## src/rtl/tmc_pkg.sv

```systemverilog
package tmc_pkg;
  localparam int unsigned NUM_STATES = 4;
  localparam int unsigned STATE_W    = $clog2(NUM_STATES);

  typedef enum logic [STATE_W-1:0] {
    ST_FREERUN = 2'd0,
    ST_HOLD    = 2'd1,
    ST_CORRECT = 2'd2,
    ST_TRACK   = 2'd3
  } tmc_state_e;

  localparam tmc_state_e RESET_STATE = ST_HOLD;
endpackage

```

## src/rtl/tmc_next_state.sv

```systemverilog
module tmc_next_state
  import tmc_pkg::*;
(
  input  tmc_state_e cur_i,
  input  logic       free_sel_i,
  input  logic       ref_bad_i,
  output tmc_state_e nxt_o
);
  always_comb begin
    nxt_o = cur_i;
    if (free_sel_i) begin
      nxt_o = ST_FREERUN;
    end else begin
      unique case (cur_i)
        ST_FREERUN: nxt_o = ST_HOLD;
        ST_HOLD:    nxt_o = ref_bad_i ? ST_HOLD : ST_CORRECT;
        ST_CORRECT: nxt_o = ref_bad_i ? ST_HOLD : ST_TRACK;
        ST_TRACK:   nxt_o = ref_bad_i ? ST_HOLD : ST_TRACK;
        default:    nxt_o = ST_HOLD;
      endcase
    end
  end
endmodule

```

## src/rtl/tmc_strobe_reg.sv

```systemverilog
module tmc_strobe_reg
  import tmc_pkg::*;
#(
  parameter int unsigned N = NUM_STATES
) (
  input  logic         clk,
  input  logic         rst,
  input  tmc_state_e   nxt_i,
  output logic [N-1:0] strobe_o
);
  for (genvar g = 0; g < N; g++) begin : g_strobe
    localparam logic RST_VAL = (g == int'(RESET_STATE));
    always_ff @(posedge clk) begin
      if (rst) strobe_o[g] <= RST_VAL;
      else     strobe_o[g] <= (nxt_i == tmc_state_e'(g));
    end
  end
endmodule

```

## src/rtl/tmc_mode_ctrl.sv

```systemverilog
module tmc_mode_ctrl
  import tmc_pkg::*;
(
  input  logic               clk,
  input  logic               rst,
  input  logic               mode_sel,
  input  logic               ref_fail,
  output logic [STATE_W-1:0] state_o,
  output logic               use_master_o,
  output logic               hold_freq_o,
  output logic               capture_o,
  output logic               track_o
);
  tmc_state_e            state_q;
  tmc_state_e            state_d;
  logic [NUM_STATES-1:0] strobes;

  tmc_next_state u_next (
    .cur_i      (state_q),
    .free_sel_i (mode_sel),
    .ref_bad_i  (ref_fail),
    .nxt_o      (state_d)
  );

  always_ff @(posedge clk) begin
    if (rst) state_q <= RESET_STATE;
    else     state_q <= state_d;
  end

  tmc_strobe_reg #(.N(NUM_STATES)) u_strobe (
    .clk      (clk),
    .rst      (rst),
    .nxt_i    (state_d),
    .strobe_o (strobes)
  );

  assign state_o      = state_q;
  assign use_master_o = strobes[ST_FREERUN];
  assign hold_freq_o  = strobes[ST_HOLD];
  assign capture_o    = strobes[ST_CORRECT];
  assign track_o      = strobes[ST_TRACK];
endmodule

```

## config.mk

```make
export PLATFORM = sky130hd
export DESIGN_NAME = tmc_mode_ctrl
export DESIGN_NICKNAME = d
export VERILOG_FILES = /design/src/rtl/tmc_pkg.sv /design/src/rtl/tmc_next_state.sv /design/src/rtl/tmc_strobe_reg.sv /design/src/rtl/tmc_mode_ctrl.sv
export SDC_FILE = /design/constraint.sdc
export NUM_CORES = 1
export LEC_CHECK = 0
export BUFFER_PORTS_ARGS = -buffer_cell sky130_fd_sc_hd__buf_4
export CORE_AREA = 2 2 39 41
export CTS_BUF_LIST = sky130_fd_sc_hd__clkbuf_8
export DETAILED_ROUTE_END_ITERATION = 8
export DIE_AREA = 0 0 41 43
export PLACE_DENSITY_LB_ADDON = 0.2
export SYNTH_ARGS = -nofsm -noshare
export SYNTH_HDL_FRONTEND = slang
export SYNTH_HIERARCHICAL = 1
export SYNTH_SLANG_ARGS = --single-unit
```

## constraint.sdc

```tcl
create_clock -name clk -period 0.88 [get_ports clk]
set_input_delay 0.044 -clock clk [delete_from_list [all_inputs] [get_ports clk]]
set_output_delay 0.044 -clock clk [all_outputs]
set_load 0.05 [all_outputs]
```

==> results.yml, run 1 <==
layout:
  drive_above_1_share_pct: 68.8
  antenna_cells: 0
  design_area_sq_um: 369
  stdcell_count: 48
  seq_area_sq_um: 128
  nNetsFinal: 37
  area_growth_pct: 85.5
  multi_input_area_sq_um: 97.6
  postLayoutCoreUtil_pct: 26.7
  num-fill-cells: 159
logic_synthesis:
  synth_edf_count: 0
  synthCells: 18
  synthTopCellsByCount: "6 x dfxtp_1, 3 x nor2_1, 2 x nor3_2"
  ys_async_sr_fraction_pct: 0
  ys.flop_type: "dfxtp_1"
  yosysMostFrequentCell: "dfxtp_1"
  synth_top_area_share_pct: 60.4
  seq_area_frac_synth_pct: 60.4
  yosys.area_share.adder_pct: 0
  syn_area_sq_um: 199
  synth_top_family_by_area: "simple AND/OR/NAND/NOR gates"
  ys_seq_elements: 6
  synthSimpleGateAreaFrac_pct: 34.0
  yosys.area_share.xor_xnor_pct: 0
  synthTopCellsByArea: "dfxtp_1 60%, nor3_2 10%, nor3b_2 6.3%, nor2_1 5.7%, and2b_2 4.4%"
  yosysWarnings: 6
  synth_compound_area_share_pct: 3.77
  synth.area.mux_share_pct: 0
  syn_nets: 22
  synth_top_cell_by_area: "dfxtp_1"
  yosysUniqueCellTypes: 10
  syn_avg_cell_area_sq_um: 11.1
critical_path:
  path_max_fanout: 5
  critPathArrivalTime_ns: 1.05
  start_kind: "register"
  worst_ep_required_time_ns: 0.99
  end_kind: "register"
  path_class: "reg2reg"
pwr:
  internal-power_mw: 0.637
  leakage_nw: 0.164
  p_total_mw: 0.851
  powerDensity_mw_per_mm2: 2300
  switching_power_mw: 0.214
  power_frac_comb_pct: 16.1
  power_frac_seq_pct: 34.5
  clockPowerShare_pct: 49.4
  ir_worst_vdd_mv: 0.735
  switching_share_pct: 25.1
die:
  num_rows: 14
  die_h_um: 43
  io_pins: 10
  dieArea_sq_mm: 0.00176
  initial_core_util_pct: 14.4
  core_region_area_sq_mm: 0.00138
  dieWidth_um: 41
cts:
  cts.sinks: 6
  cts_setup_buffers: 0
  root_buffer: "clkbuf_8"
  clkTransAtPathRegs_ns: 0.04
  cts-htree-levels: 1
  clkLatencyLatePin_ns: 0.22
  cts_tree: "yes"
  cts_buffers: 3
  holdBufCountCts: 0
  clockBufferDepth: 2
timing:
  tightest_slew_ns: 0.186
  hold_viol_final: 0
  setup_viol_count_final: 4
  relSlewSlack_pct: 87.6
  fmax_ghz: 1.06
  finalClockSkew_ns: 0.00431
  setup_ws_ns: -0.0597
  fin_crit_ns: 0.940
  drv_slew: 0
  rsz0062_at_grt: "true"
  fin_crit_sh_pct: 107
  tns_ns: -0.143
  whs_ns: 0.0293
min_path:
  hold_class: "in2reg"
grt:
  grt_max_degree: 7
  grt.overflow.total: 0
  grt_pass1_wl_um: 614
  grt_use_total_pct: 6.02
  grt_pass1_vias: 182
  grt_antenna_before_repair: 0
placed_design:
  post-place-cells: 44
  dpl_cell_area_sq_um: 307
  dp_hpwl_um: 299
  port_buffers: 9
  dp_slack_ns: -0.0693
  gp_congestion: 0.614
outcome:
  violations: "setup timing"
  status: "complete, but fails checks"
route:
  drtIter0Drc: 1
  routed_via_density: 3.60
  drc_errors: 0
  vias: 173
  wl_um: 434
  firstDrtPassIters: 2
  wl_per_cell_um: 9.04
  final_antenna_net_count: 0
job:
  drv_cap: 0
[state kept, by name, indices dropped and copies added (netlist names)]
name and count:
state_o 2, u_strobe/strobe_o 4
[area by class of cell]
type,count,area share [%]
clock buffers,3,11.2
clock inverters,1,1.02
inverters,1,1.02
multi-input cells,11,26.4
flip-flops and latches,6,34.6
well taps,16,5.42
repair buffers,10,20.3
[power groups by stage]
| stage | registers [mW] | clock network (mW) | logic (mW) |
|---|---|---|---|
| after CTS | 0.293 | 0.444 | 0.127 |
| final | 0.294 | 0.420 | 0.137 |
| after global routing | 0.295 | 0.459 | 0.145 |
| after floorplan | 0.348 | 0 | 0.0271 |
| after global placement | 0.296 | 0 | 0.125 |
| after detailed placement | 0.297 | 0 | 0.125 |
[worst max-delay path, cell delays in order (launching register included)]
cell     delay [ns]
dfxtp_4        0.35
nor3b_4        0.21
nor2_4         0.07
or2_1          0.20
[placed cells by master, fill, tap and decap left out]
| cell type | Yosys | routed |
|---|---|---|
| nor2_4 | 0 | 1 |
| dfxtp_4 | 0 | 2 |
| nor2_2 | 0 | 1 |
| clkbuf_8 | 0 | 3 |
| and2b_2 | 1 | 1 |
| a21o_1 | 1 | 1 |
| nor3_1 | 1 | 1 |
| inv_2 | 1 | 1 |
| or2_1 | 1 | 1 |
| nor2_1 | 3 | 1 |
| dfxtp_1 | 6 | 4 |
| inv_1 | 0 | 1 |
| nor3_2 | 2 | 1 |
| nor3b_4 | 0 | 1 |
| nor3_4 | 0 | 1 |
| nand2_1 | 1 | 1 |
| buf_4 | 0 | 10 |
[worst paths after layout]
path | from | end | slack, ns | depth (start not counted)
setup reg to reg | state_o[1] | state_o[0] | -0.06 | 3
hold / removal | rst | u_strobe/strobe_o[2] | 0.03 | 2
hold reg to reg | state_o[1] | u_strobe/strobe_o[2] | 0.64 | 3
setup / recovery | state_o[1] | state_o[0] | -0.06 | 3
[timing repair]
item / in CTS / in global routing
resized for setup: 0 / 3
pin swaps: 2 / 3
setup endpoints to repair: 5 / 6
[logic make-up (layout without fill, tap and decap cells)]
kind of cell,after synthesis,count (layout)
AO/OA/AOI/OAI,1,1
AND/OR/NAND/NOR,10,10
buffers and inverters,1,15
flip-flops,6,6
[per-layer routing]
metal / routed length, um / up-vias / GRT usage [%]
met3: 44 / 0 / 6.28
met2: 211 / 8 / 7.19
met1: 178 / 79 / 5.14
met4: 0 / 0 / 6.00
li1: - / 86 / -
met5: 0 / - / 0
Note: power is estimated with default switching activity, not from simulation.
==> run 2, diff against run 1 <==
--- a/config.mk
+++ b/config.mk
@@ -16,2 +16,3 @@
 export SYNTH_HIERARCHICAL = 1
 export SYNTH_SLANG_ARGS = --single-unit
+export TNS_END_PERCENT = 50
==> constraint.sdc (replaced) <==
create_clock -name clk -period 0.88 [get_ports clk]
set_input_delay 0.176 -clock clk [delete_from_list [all_inputs] [get_ports clk]]
set_output_delay 0.176 -clock clk [all_outputs]
set_load 0.05 [all_outputs]
==> results.yml, run 2 (synthesis gave the netlist of run 1 again) <==
outcome:
  status: "complete, but fails checks"
  violations: "setup timing"
cts:
  clockBufferDepth: 2
  clkLatencyLatePin_ns: 0.22
  cts_buffers: 3
  cts_tree: "yes"
  cts.sinks: 6
  root_buffer: "clkbuf_8"
  clkTransAtPathRegs_ns: 0.04
  cts-htree-levels: 1
timing:
  relSlewSlack_pct: 85.9
  drv_slew: 0
  fin_crit_sh_pct: 107
  rsz0062_at_grt: "true"
  fin_crit_ns: 0.943
  setup_ws_ns: -0.0634
  setup_viol_count_final: 6
  whs_ns: 0.157
  tightest_slew_ns: 0.211
  finalClockSkew_ns: 0.00473
  fmax_ghz: 1.06
  hold_viol_final: 0
critical_path:
  path_max_fanout: 5
  path_class: "reg2reg"
  end_kind: "register"
  ff2ff_path_depth: 3
  r2r-start: "state_o[0]"
  start_kind: "register"
  critPathArrivalTime_ns: 1.05
  rr_endpoint: "state_o[0]"
  timing.reg2reg.setup_slack_ns: -0.06
  worst_ep_required_time_ns: 0.99
  crit_start: "state_o[0]"
route:
  firstDrtPassIters: 1
  wl_per_cell_um: 8.61
  drc_errors: 0
  wl_um: 422
  drtIter0Drc: 0
  final_antenna_net_count: 0
  vias: 168
  routed_via_density: 3.43
min_path:
  hold_depth: 2
  hp-start: "rst"
  whs_endpoint: "u_strobe/strobe_o[3]"
  hold_class: "in2reg"
layout:
  num-fill-cells: 151
  design_area_sq_um: 410
  antenna_cells: 0
  drive_above_1_share_pct: 78.8
  max_flop_register: "u_strobe/strobe_o"
  area_growth_pct: 106
  nNetsFinal: 38
  final_cell_mix: "5 x buf_4, 5 x buf_6, 3 x clkbuf_8"
  largest_reg_flops: 4
placed_design:
  dp_hpwl_um: 296
  port_buffers: 9
  gp_congestion: 0.627
  dpl_cell_area_sq_um: 314
grt:
  grt_use_total_pct: 6.23
  grt_pass1_vias: 153
  grt_pass1_wl_um: 641
  grt.overflow.total: 0
  grt_antenna_before_repair: 0
  grt_max_degree: 7
die:
  die_h_um: 43
  io_pins: 10
  initial_core_util_pct: 14.4
  dieArea_sq_mm: 0.00176
  core_region_area_sq_mm: 0.00138
  dieWidth_um: 41
  num_rows: 14
job:
  drv_cap: 0
pwr:
  powerDensity_mw_per_mm2: 2120
  ir_worst_vdd_mv: 0.698
  leakage_nw: 0.177
run 2: timing repair:
item,4_1_cts,5_1_grt
gates resized for setup,7,6
pin swaps,2,2
hold buffers,0,0
endpoints found under the setup margin,11,10
endpoints found under the hold margin,0,0
setup buffers,0,0
run 2: through the flow:
step	setup WS, ns	TNS, ns	utilization, %	power [mW]	instances
floorplan	-0.140	-0.454	-	0.376	18
finish	-0.0634	-0.222	29.7	0.868	49
CTS	-0.0578	-0.279	28.0	0.875	49
global route	-0.115	-0.574	29.7	0.919	49
detailed placement	-0.0900	-0.265	22.7	0.427	45
global placement	-0.0956	-0.259	22.7	0.425	45
run 2: routing by layer:
metal | vias up | GRT usage (%) | routed length, um
met3 | 0 | 3.14 | 54
met4 | 0 | 8.00 | 0
li1 | 87 | - | -
met2 | 8 | 5.94 | 181
met5 | - | 0 | 0
met1 | 73 | 8.06 | 187
run 2: cell type report:
type | instances | area, sq um | share of cell area (%)
repair buffers | 11 | 109 | 26.5
clock inverters | 1 | 3.75 | 0.915
multi-input cells | 11 | 103 | 25.0
flip-flops and latches | 6 | 130 | 31.7
clock buffers | 3 | 41.3 | 10.1
well taps | 16 | 20.0 | 4.88
inverters | 1 | 3.75 | 0.915
run 2: worst max path at each step:
stage,to,depth (start not counted)
after floorplan,u_strobe/strobe_o[1],4
after global placement,u_strobe/strobe_o[1],4
after detailed placement,u_strobe/strobe_o[1],4
after CTS,u_strobe/strobe_o[1],4
after global routing,state_o[0],3
final,state_o[0],3
run 2: where the power goes:
part / internal, mW / total (mW) / switching, mW / leakage (nW)
clock network: 0.300 / 0.418 / 0.119 / 0.0269
logic: 0.0646 / 0.152 / 0.0877 / 0.0995
registers: 0.287 / 0.297 / 0.0105 / 0.0508
total: 0.651 / 0.868 / 0.217 / 0.177
run 2: worst max-delay path, cell delays in order (launching register included):
cell and delay (ns):
dfxtp_4 0.35, nor3b_4 0.21, nor2_4 0.07, or2_1 0.20
